$ cat src/rtl/phy_hs_pkg.sv
package phy_hs_pkg;

    // Sequencer states; order follows the handshake chain.
    typedef enum logic [3:0] {
        S_IDLE,
        S_ADDR_SET,
        S_ADDR_CAP,
        S_ADDR_REL,
        S_RD_REQ,
        S_RD_REL,
        S_DAT_SET,
        S_DAT_CAP,
        S_DAT_REL,
        S_WR_REQ,
        S_WR_REL,
        S_WR_FIN
    } hs_state_e;

    // Strobe positions above the data field, relative to its width.
    localparam int STB_CAP_ADDR = 0;
    localparam int STB_CAP_DATA = 1;
    localparam int STB_WRITE    = 2;
    localparam int STB_READ     = 3;
    localparam int STB_COUNT    = 4;

    // True for states that poll the acknowledge.
    function automatic logic st_polls(hs_state_e s);
        unique case (s)
            S_ADDR_CAP, S_ADDR_REL, S_RD_REQ, S_RD_REL,
            S_DAT_CAP, S_DAT_REL, S_WR_REQ, S_WR_REL: return 1'b1;
            default: return 1'b0;
        endcase
    endfunction

    // Acknowledge level a polling state waits for.
    function automatic logic st_want(hs_state_e s);
        unique case (s)
            S_ADDR_CAP, S_RD_REQ, S_DAT_CAP, S_WR_REQ: return 1'b1;
            default: return 1'b0;
        endcase
    endfunction

endpackage

$ cat src/rtl/phy_hs_poll.sv
// Poll pacing and retry budget for one waiting state.
module phy_hs_poll #(
    parameter int POLL_GAP  = 4,
    parameter int MAX_POLLS = 10
) (
    input  logic clk_i,
    input  logic rst_ni,
    input  logic restart_i,
    input  logic polling_i,
    input  logic ack_i,
    input  logic want_i,
    output logic hit_o,
    output logic quit_o
);

    localparam int GAP_W = (POLL_GAP > 1) ? $clog2(POLL_GAP) : 1;
    localparam int CNT_W = $clog2(MAX_POLLS + 1);
    localparam logic [GAP_W-1:0] GAP_LAST = GAP_W'(POLL_GAP - 1);
    localparam logic [CNT_W-1:0] CNT_LAST = CNT_W'(MAX_POLLS - 1);

    logic [GAP_W-1:0] gap_q, gap_d;
    logic [CNT_W-1:0] cnt_q, cnt_d;
    logic             poll_now;
    logic             match;

    assign poll_now = polling_i && (gap_q == GAP_LAST);
    assign match    = (ack_i == want_i);
    assign hit_o    = poll_now && match;
    assign quit_o   = poll_now && !match && (cnt_q == CNT_LAST);

    always_comb begin
        gap_d = gap_q;
        cnt_d = cnt_q;
        if (restart_i || !polling_i) begin
            gap_d = '0;
            cnt_d = '0;
        end else if (poll_now) begin
            gap_d = '0;
            if (!match) begin
                cnt_d = cnt_q + 1'b1;
            end
        end else begin
            gap_d = gap_q + 1'b1;
        end
    end

    always_ff @(posedge clk_i or negedge rst_ni) begin
        if (!rst_ni) begin
            gap_q <= '0;
            cnt_q <= '0;
        end else begin
            gap_q <= gap_d;
            cnt_q <= cnt_d;
        end
    end

endmodule

$ cat src/rtl/phy_hs_regs.sv
// Request latch and host-side result registers.
module phy_hs_regs #(
    parameter int DATA_W = 16
) (
    input  logic              clk_i,
    input  logic              rst_ni,
    input  logic              accept_i,
    input  logic              we_i,
    input  logic [DATA_W-1:0] addr_i,
    input  logic [DATA_W-1:0] wdata_i,
    input  logic              capture_i,
    input  logic [DATA_W-1:0] phy_rd_i,
    input  logic              finish_i,
    input  logic              fail_i,
    output logic              is_wr_o,
    output logic [DATA_W-1:0] addr_o,
    output logic [DATA_W-1:0] wdata_o,
    output logic [DATA_W-1:0] rdata_o,
    output logic              done_o,
    output logic              err_o
);

    always_ff @(posedge clk_i or negedge rst_ni) begin
        if (!rst_ni) begin
            is_wr_o <= 1'b0;
            addr_o  <= '0;
            wdata_o <= '0;
        end else if (accept_i) begin
            is_wr_o <= we_i;
            addr_o  <= addr_i;
            wdata_o <= wdata_i;
        end
    end

    always_ff @(posedge clk_i or negedge rst_ni) begin
        if (!rst_ni) begin
            rdata_o <= '0;
        end else if (capture_i) begin
            rdata_o <= phy_rd_i;
        end
    end

    always_ff @(posedge clk_i or negedge rst_ni) begin
        if (!rst_ni) begin
            done_o <= 1'b0;
            err_o  <= 1'b0;
        end else begin
            done_o <= finish_i || fail_i;
            err_o  <= fail_i;
        end
    end

endmodule

$ cat src/rtl/phy_hs_seq.sv
// Handshake sequencer: state register, next-state logic, control word.
module phy_hs_seq
    import phy_hs_pkg::*;
#(
    parameter int DATA_W = 16,
    parameter int CTL_W  = DATA_W + STB_COUNT
) (
    input  logic              clk_i,
    input  logic              rst_ni,
    input  logic              start_i,
    input  logic              is_wr_i,
    input  logic [DATA_W-1:0] addr_i,
    input  logic [DATA_W-1:0] wdata_i,
    input  logic              hit_i,
    input  logic              quit_i,
    output logic              restart_o,
    output logic              polling_o,
    output logic              want_o,
    output logic              accept_o,
    output logic              capture_o,
    output logic              finish_o,
    output logic              fail_o,
    output logic [CTL_W-1:0]  ctrl_o
);

    localparam int B_CA = DATA_W + STB_CAP_ADDR;
    localparam int B_CD = DATA_W + STB_CAP_DATA;
    localparam int B_WR = DATA_W + STB_WRITE;
    localparam int B_RD = DATA_W + STB_READ;

    hs_state_e state_q, state_d;

    // State register
    always_ff @(posedge clk_i or negedge rst_ni) begin
        if (!rst_ni) begin
            state_q <= S_IDLE;
        end else begin
            state_q <= state_d;
        end
    end

    // Next state
    always_comb begin
        state_d = state_q;
        if (quit_i) begin
            state_d = S_IDLE;
        end else begin
            unique case (state_q)
                S_IDLE:     if (start_i) state_d = S_ADDR_SET;
                S_ADDR_SET: state_d = S_ADDR_CAP;
                S_ADDR_CAP: if (hit_i) state_d = S_ADDR_REL;
                S_ADDR_REL: if (hit_i) state_d = is_wr_i ? S_DAT_SET : S_RD_REQ;
                S_RD_REQ:   if (hit_i) state_d = S_RD_REL;
                S_RD_REL:   if (hit_i) state_d = S_IDLE;
                S_DAT_SET:  state_d = S_DAT_CAP;
                S_DAT_CAP:  if (hit_i) state_d = S_DAT_REL;
                S_DAT_REL:  if (hit_i) state_d = S_WR_REQ;
                S_WR_REQ:   if (hit_i) state_d = S_WR_REL;
                S_WR_REL:   if (hit_i) state_d = S_WR_FIN;
                S_WR_FIN:   state_d = S_IDLE;
                default:    state_d = S_IDLE;
            endcase
        end
    end

    assign restart_o = (state_d != state_q);
    assign polling_o = st_polls(state_q);
    assign want_o    = st_want(state_q);
    assign accept_o  = (state_q == S_IDLE) && start_i;
    assign capture_o = (state_q == S_RD_REQ) && hit_i;
    assign finish_o  = ((state_q == S_RD_REL) && hit_i) || (state_q == S_WR_FIN);
    assign fail_o    = quit_i;

    // Control word, decoded from the state
    always_comb begin
        ctrl_o = '0;
        unique case (state_q)
            S_ADDR_SET, S_ADDR_REL: begin
                ctrl_o[DATA_W-1:0] = addr_i;
            end
            S_ADDR_CAP: begin
                ctrl_o[DATA_W-1:0] = addr_i;
                ctrl_o[B_CA]       = 1'b1;
            end
            S_RD_REQ: begin
                ctrl_o[B_RD] = 1'b1;
            end
            S_DAT_SET, S_DAT_REL, S_WR_REL: begin
                ctrl_o[DATA_W-1:0] = wdata_i;
            end
            S_DAT_CAP: begin
                ctrl_o[DATA_W-1:0] = wdata_i;
                ctrl_o[B_CD]       = 1'b1;
            end
            S_WR_REQ: begin
                ctrl_o[B_WR] = 1'b1;
            end
            S_IDLE, S_RD_REL, S_WR_FIN: begin
                ctrl_o = '0;
            end
            default: begin
                ctrl_o = '0;
            end
        endcase
    end

endmodule

$ cat src/rtl/phy_hs_master.sv
module phy_hs_master #(
    parameter int DATA_W    = 16,
    parameter int POLL_GAP  = 4,
    parameter int MAX_POLLS = 10
) (
    input  logic                 clk_i,
    input  logic                 rst_ni,
    input  logic                 start_i,
    input  logic                 we_i,
    input  logic [DATA_W-1:0]    addr_i,
    input  logic [DATA_W-1:0]    wdata_i,
    output logic                 done_o,
    output logic                 err_o,
    output logic [DATA_W-1:0]    rdata_o,
    output logic [DATA_W+3:0]    phy_ctrl_o,
    input  logic [DATA_W:0]      phy_stat_i
);

    localparam int CTL_W = DATA_W + phy_hs_pkg::STB_COUNT;

    logic              restart, polling, want, hit, quit;
    logic              accept, capture, finish, fail;
    logic              is_wr;
    logic [DATA_W-1:0] addr_q, wdata_q;
    logic [CTL_W-1:0]  ctrl;

    phy_hs_seq #(.DATA_W(DATA_W), .CTL_W(CTL_W)) u_seq (
        .clk_i     (clk_i),
        .rst_ni    (rst_ni),
        .start_i   (start_i),
        .is_wr_i   (is_wr),
        .addr_i    (addr_q),
        .wdata_i   (wdata_q),
        .hit_i     (hit),
        .quit_i    (quit),
        .restart_o (restart),
        .polling_o (polling),
        .want_o    (want),
        .accept_o  (accept),
        .capture_o (capture),
        .finish_o  (finish),
        .fail_o    (fail),
        .ctrl_o    (ctrl)
    );

    phy_hs_poll #(.POLL_GAP(POLL_GAP), .MAX_POLLS(MAX_POLLS)) u_poll (
        .clk_i     (clk_i),
        .rst_ni    (rst_ni),
        .restart_i (restart),
        .polling_i (polling),
        .ack_i     (phy_stat_i[DATA_W]),
        .want_i    (want),
        .hit_o     (hit),
        .quit_o    (quit)
    );

    phy_hs_regs #(.DATA_W(DATA_W)) u_regs (
        .clk_i     (clk_i),
        .rst_ni    (rst_ni),
        .accept_i  (accept),
        .we_i      (we_i),
        .addr_i    (addr_i),
        .wdata_i   (wdata_i),
        .capture_i (capture),
        .phy_rd_i  (phy_stat_i[DATA_W-1:0]),
        .finish_i  (finish),
        .fail_i    (fail),
        .is_wr_o   (is_wr),
        .addr_o    (addr_q),
        .wdata_o   (wdata_q),
        .rdata_o   (rdata_o),
        .done_o    (done_o),
        .err_o     (err_o)
    );

    assign phy_ctrl_o = ctrl;

endmodule

$ cat config.mk
export PLATFORM = sky130hd
export DESIGN_NAME = phy_hs_master
export DESIGN_NICKNAME = d
export VERILOG_FILES = /design/src/rtl/phy_hs_pkg.sv /design/src/rtl/phy_hs_poll.sv /design/src/rtl/phy_hs_regs.sv /design/src/rtl/phy_hs_seq.sv /design/src/rtl/phy_hs_master.sv
export SDC_FILE = /design/constraint.sdc
export NUM_CORES = 1
export LEC_CHECK = 0
export CAP_MARGIN = 5
export CORE_MARGIN = 2
export CORE_UTILIZATION = 65
export DETAILED_ROUTE_END_ITERATION = 6
export DONT_BUFFER_PORTS = 1
export PLACE_DENSITY = 0.83
export SYNTH_ARGS = -nofsm -noshare
export SYNTH_HDL_FRONTEND = slang
export SYNTH_SLANG_ARGS = --single-unit
$ cat constraint.sdc
create_clock -name clk_i -period 3.5 [get_ports clk_i]
set_input_delay 0.875 -clock clk_i [delete_from_list [all_inputs] [get_ports clk_i]]
set_output_delay 0.875 -clock clk_i [all_outputs]
set_load 0.01 [all_outputs]
==> impl_metrics.ini, run 1 <==
[power]
clock_power_share_pct = 25.4
peakVddDrop_mv = 0.504
power.switching_w = 0.000955
finalPower_w = 0.00276
power.switching_fraction_pct = 34.6
power_frac_comb_pct = 35.5
static_power_due_to_leakage_nw = 1.53
power_report.internal_total_w = 0.00180
pwr-share-seq_pct = 39.1
p_per_area_mw_per_mm2 = 827

[synth]
synth.ff_latch_count = 61
synthDistinctLibCells = 52
synthArstFlopShare_pct = 100
postSynthNetCount = 312
total_number_of_yosys_warnings = 0
synth.cell_area_sq_mm = 0.00310
syn_inst = 256
yosys_most_used_dff = sky130_fd_sc_hd__dfrtp_1
synthesized_area_per_cell_sq_um = 12.1
synth_enable_flop_cells = 0
synth_sequential_area_ratio_pct = 49.3

[clocking]
clock_insertion_delay_worst_skew_ns = 0.34
tritoncts = yes
worst_setup_hold_path_clk_slew_ns = 0.07
cts.path.max_buffers = 2
cts.repair.resized = 0
cts.repair_timing.setup_buffer_count = 0
clockRootBuffer = sky130_fd_sc_hd__clkbuf_8
ctsHtreeMaxLevel = 3
ctsHoldBuffers = 0
clock-sinks = 61
cts_bufs_inserted = 9

[routing]
wire_per_inst_um = 19.4
drt-initial-drc-count = 185
avgViaCountPerCell = 6.52
drtPass1Iterations = 4
wl_mm = 6.09
postRouteAntennaNets = 0
routed-via-count = 2040
drc = 0

[global_routing]
pin_count_of_the_biggest_net_entering_global_routing = 62
grt_usage_pct = 23.6
grt_first_pass_wirelength_mm = 9.45
overflow = 0
first_global_vias = 2002
grt_antenna_before_repair = 0

[timing]
max_freq_mhz = 356
finalSetupTns_ns = 0
final_max_slew_viol_count = 0
rsz0062_at_grt = no
clock-skew-final_ns = 0.00778
final_worst_path_period_need_ns = 2.81
finalSetupViolCount = 0
hold_violations = 0
timing.final.crit_share_pct = 80.2
timing.slew.headroom_pct = 64.3
tightest_slew_ns = 0.535

[critical_path]
data_arrival_time_at_the_worst_slack_endpoint_ns = 1.93
path_class = register to output pin
reg2reg_to = u_poll.cnt_q[0]$_DFFE_PN0P_
kind_of_end_point_of_the_critical_path = output pin
r2r_cells = 7
cp-start-kind = register
rrSetupSlack_ns = 1.16
crit_path_end = phy_ctrl_o[7]
cp_max_fo = 16
critical_path_required_ns = 2.62
r2r-start = u_poll.gap_q[0]$_DFF_PN0_
worst_setup_path_startpoint = u_seq.state_q[1]$_DFF_PN0_

[finish]
multi_input_area_sq_mm = 0.00145
design.final.nets = 310
layout-drive-gt1-share_pct = 32.4
final-seq-area_sq_mm = 0.00153
num_antenna_cells = 0
area.growth.synth_to_final_pct = 7.76
fillerInstances = 329

[hold_path]
holdCritPathClass = input pin to asynchronous set/reset pin

[floorplan]
die_height_um = 73.0
floorplan.rows = 25
design.portCount = 91
area_of_the_core_region_sq_mm = 0.00466
fp.dieW_um = 73.0
floorplan.initialDensity_pct = 66.4
die_area_sq_mm = 0.00533

[placement]
placement.io_buffers = 0
dp_hpwl_mm = 3.96
finalWeightedCongestion = 0.893

[status]
status = complete, no violations

[run]
max_cap_violations = 0
[layout make-up]
class                           count  area share, %
Multi-Input combinational cell    170           43.6
Sequential cell                    61           45.8
Clock inverter                      5           2.48
Inverter                            7          0.788
Tap cell                           54           2.03
Timing Repair Buffer                5           1.13
Clock buffer                       11           4.24
[how the worst min path moves through the flow]
stage                               from                              to  slack [ns]  cells after the start
3_3_place_gp   u_poll.gap_q[0]$_DFF_PN0_       u_poll.gap_q[0]$_DFF_PN0_        0.47                      1
5_1_grt                           rst_ni    u_regs.addr_o[1]$_DFFE_PN0P_        0.21                      0
4_1_cts                           rst_ni  u_regs.wdata_o[15]$_DFFE_PN0P_        0.21                      0
2_1_floorplan  u_poll.gap_q[0]$_DFF_PN0_       u_poll.gap_q[0]$_DFF_PN0_        0.41                      1
3_5_place_dp   u_poll.gap_q[0]$_DFF_PN0_       u_poll.gap_q[0]$_DFF_PN0_        0.47                      1
6_report                          rst_ni         u_regs.done_o$_DFF_PN0_        0.22                      0
[logic make-up after synthesis]
group / count (synthesis) / synth area share (%)
flip-flops: 61 / 49.3
multiplexers: 52 / 18.8
adder cells (fa/ha/maj): 3 / 1.21
buffers and inverters: 25 / 3.88
XOR/XNOR: 5 / 1.66
AO/OA/AOI/OAI: 57 / 16.0
AND/OR/NAND/NOR: 53 / 9.09
[power by group through the flow]
stage,combinational (W),clock (W),sequential (W)
2_1_floorplan,0.000847,0,0.00104
3_3_place_gp,0.000936,0,0.00108
5_1_grt,0.00106,0.000746,0.00111
6_report,0.000979,0.000701,0.00108
3_5_place_dp,0.000963,0,0.00109
4_1_cts,0.000976,0.000716,0.00108
[stage by stage]
step	std cells	cell area [sq um]	setup slack [ns]	hold slack [ns]	utilization, %
3_5_place_dp	297	3110	1.10	0.470	66.8
6_report	313	3340	0.694	0.222	71.6
3_3_place_gp	297	3110	1.14	0.475	66.8
4_1_cts	313	3340	0.719	0.209	71.6
2_1_floorplan	256	3100	1.06	0.410	-
5_1_grt	313	3340	0.579	0.208	71.6
[cell usage in the layout (no fill, tap or decap), drive strengths merged, types with 3 or more instances in the layout]
| master | Yosys | final |
|---|---|---|
| a211oi | 4 | 4 |
| o21ai | 8 | 8 |
| a21oi | 7 | 7 |
| nor3 | 4 | 4 |
| ha | 3 | 3 |
| mux2 | 50 | 50 |
| buf | 12 | 5 |
| nand3 | 7 | 7 |
| nor2 | 15 | 15 |
| xor2 | 3 | 3 |
| nor2b | 3 | 3 |
| dfrtp | 61 | 61 |
| a22o | 16 | 16 |
| clkbuf | 6 | 11 |
| inv | 7 | 8 |
| nand2 | 10 | 10 |
| and3 | 3 | 3 |
[per-layer routing]
layer / vias to the layer above / wire [um] / GRT usage (%)
li1: 936 / - / -
met1: 986 / 2600 / 30.8
met2: 104 / 2870 / 34.8
met3: 14 / 488 / 6.91
met4: 0 / 131 / 14.2
met5: - / 0 / 0
[critical path, stage by stage, from the launching register on]
cell and delay (ns):
sky130_fd_sc_hd__dfrtp_1 0.62, sky130_fd_sc_hd__and2b_1 0.31, sky130_fd_sc_hd__mux2_2 0.40, sky130_fd_sc_hd__a22o_1 0.26
[synth_stat cells (all sizes together), types with 3 or more instances]
cell,count,area share [%]
inv,7,0.85
dfrtp,61,49
and3,3,0.61
a21oi,7,1.1
nor2b,3,0.61
nand3,7,1.3
ha,3,1.2
clkbuf,6,0.73
nor3,4,0.81
nor2,15,1.8
buf,12,2.3
xor2,3,0.85
o21ai,8,1.5
nand2,10,1.2
a22o,16,4.5
a211oi,4,1.3
mux2,50,18
[flip-flops by register name (all words and copies together), names as in the netlist]
| name | count |
|---|---|
| u_regs.wdata_o | 16 |
| u_poll.gap_q | 2 |
| u_seq.state_q | 4 |
| u_regs.addr_o | 16 |
| u_regs.err_o | 1 |
| u_regs.done_o | 1 |
| u_regs.rdata_o | 16 |
| u_poll.cnt_q | 4 |
| u_regs.is_wr_o | 1 |
No activity file was read; power rests on OpenSTA's default activity.
==> run 2, diff against run 1 <==
CORE_UTILIZATION = 57   (was 65)
PLACE_DENSITY = 0.77   (was 0.83)
clock period = 2.5 ns   (was 3.5 ns; I/O delays follow)
==> run 2 against run 1 <==
Sequential cell count did not move; die area is 13% higher; largest cell class unchanged; highest routed layer unchanged; worst setup slack worse by 0.58 ns; power increased by 42%; global-route usage shrank 1.7 points; wire length rose by 3.0%; hold slack worse by 0.076 ns; core utilization decreased by 5.2 points.
==> impl_metrics.ini, run 2 (synthesis results as in run 1) <==
[timing]
timing.final.crit_share_pct = 95.4
rsz0062_at_grt = no
clock-skew-final_ns = 0.00502
max_freq_mhz = 419
final_worst_path_period_need_ns = 2.39
timing.slew.headroom_pct = 67.9
hold_violations = 0
finalSetupTns_ns = 0
final_max_slew_viol_count = 0
tightest_slew_ns = 0.469
finalSetupViolCount = 0

[critical_path]
data_arrival_time_at_the_worst_slack_endpoint_ns = 1.76
cp_max_fo = 16
path_class = register to output pin
kind_of_end_point_of_the_critical_path = output pin
critical_path_required_ns = 1.88
cp-start-kind = register

[power]
peakVddDrop_mv = 0.747
power_frac_comb_pct = 36.1
power_report.internal_total_w = 0.00256
clock_power_share_pct = 24.9
pwr-share-seq_pct = 39.0
p_per_area_mw_per_mm2 = 1140
finalPower_w = 0.00392
power.switching_w = 0.00135
static_power_due_to_leakage_nw = 1.57
power.switching_fraction_pct = 34.5

[finish]
registers_with_the_highest_flip_flop_counts = u_regs.addr_o x16, u_regs.rdata_o x16, u_regs.wdata_o x16
mostFrequentLayoutCell = sky130_fd_sc_hd__dfrtp_1
final-seq-area_sq_mm = 0.00153
multi_input_area_sq_mm = 0.00145
area.growth.synth_to_final_pct = 10.8
final_cell_mix = sky130_fd_sc_hd__dfrtp_1, sky130_fd_sc_hd__mux2_2, sky130_fd_sc_hd__a22o_1, sky130_fd_sc_hd__nor2_1, sky130_fd_sc_hd__buf_4
layout-drive-gt1-share_pct = 35.0
design.final.nets = 317
fillerInstances = 378
num_antenna_cells = 0

[global_routing]
overflow = 0
global_route.usage.met3_pct = 7.79
grt_usage_pct = 21.9
pin_count_of_the_biggest_net_entering_global_routing = 62
grt_first_pass_wirelength_mm = 10.3
first_global_vias = 2169
gr-usage-met2_pct = 34.0
grt_antenna_before_repair = 0
globalRoute.busiestLayer = met2
met1_usage_pct = 27.3

[clocking]
clockRootBuffer = sky130_fd_sc_hd__clkbuf_8
cts_bufs_inserted = 9
tritoncts = yes
cts.path.max_buffers = 2
clock-sinks = 61
cts.repair_timing.setup_buffer_count = 0
ctsHtreeMaxLevel = 3
worst_setup_hold_path_clk_slew_ns = 0.07
clock_insertion_delay_worst_skew_ns = 0.33

[floorplan]
area_of_the_core_region_sq_mm = 0.00517
die_height_um = 77.7
floorplan.initialDensity_pct = 59.8
die_area_sq_mm = 0.00604
design.portCount = 91
fp.dieW_um = 77.7
floorplan.rows = 26

[routing]
wire_per_inst_um = 18.7
drtPass1Iterations = 4
routed-via-count = 2081
avgViaCountPerCell = 6.19
drt-initial-drc-count = 143
drc = 0
wl_mm = 6.27
postRouteAntennaNets = 0

[placement]
placement.io_buffers = 0
finalWeightedCongestion = 0.877
dp_hpwl_mm = 4.41

[run]
max_cap_violations = 0

[hold_path]
holdCritPathClass = input pin to asynchronous set/reset pin

[status]
status = complete, no violations
==> run 2: cell count changes in the layout (fill, tap and decap cells not counted), sizes merged <==
cell,delta
buf,+7
==> run 2: power groups by stage <==
stage | clock network [W] | registers, W | logic [W]
6_report | 0.000975 | 0.00153 | 0.00141
5_1_grt | 0.00104 | 0.00157 | 0.00155
4_1_cts | 0.000999 | 0.00152 | 0.00142
3_5_place_dp | 0 | 0.00154 | 0.00139
3_3_place_gp | 0 | 0.00153 | 0.00136
2_1_floorplan | 0 | 0.00145 | 0.00119
==> run 2: worst paths after layout <==
| kind | slack [ns] | cells past startpoint | endpoint | start |
|---|---|---|---|---|
| max | 0.11 | 3 | phy_ctrl_o[7] | u_seq.state_q[1]$_DFF_PN0_ |
| min | 0.15 | 1 | u_regs.done_o$_DFF_PN0_ | rst_ni |
| max reg2reg | 0.47 | 7 | u_poll.cnt_q[3]$_DFFE_PN0P_ | u_seq.state_q[3]$_DFF_PN0_ |
| min reg2reg | 0.44 | 1 | u_poll.gap_q[0]$_DFF_PN0_ | u_poll.gap_q[0]$_DFF_PN0_ |
| max in group asynchronous | 2.09 | 1 | u_poll.gap_q[1]$_DFF_PN0_ | rst_ni |
| min in group clk_i | 0.44 | 1 | u_regs.wdata_o[11]$_DFFE_PN0P_ | wdata_i[11] |
==> run 2: timing repair <==
item	CTS	global route
setup endpoints to repair	0	1
hold buffers	1	0
hold endpoints to repair	61	0
gates resized for setup	0	2
==> run 2: worst max-delay path: stages, from the launching register on <==
cell,delay (ns)
sky130_fd_sc_hd__dfrtp_1,0.47
sky130_fd_sc_hd__and2b_1,0.27
sky130_fd_sc_hd__mux2_2,0.42
sky130_fd_sc_hd__a22o_1,0.28
==> run 2: stage by stage <==
stage          hold WS, ns  cell area, sq um  worst slack (ns)  instances  util (%)
4_1_cts              0.159              3430            0.0691        336      66.3
2_1_floorplan        0.329              3100             0.309        256         -
5_1_grt              0.161              3430            0.0154        336      66.3
6_report             0.146              3430             0.114        336      66.3
3_5_place_dp         0.331              3180             0.375        319      61.4
3_3_place_gp         0.331              3180             0.397        319      61.4
==> run 2: routing by layer <==
layer | up-vias | share of wire, %
li1 | 954 | -
met1 | 1008 | 41
met2 | 108 | 47
met3 | 11 | 9.7
met4 | 0 | 1.8
met5 | - | 0
==> run 2: cell type report <==
class / count / area share (%)
clock buffer: 11 / 4.12
inverter: 7 / 0.766
sequential: 61 / 44.6
multi-input combinational: 170 / 42.4
timing repair buffer: 12 / 3.21
tap: 70 / 2.55
clock inverter: 5 / 2.41
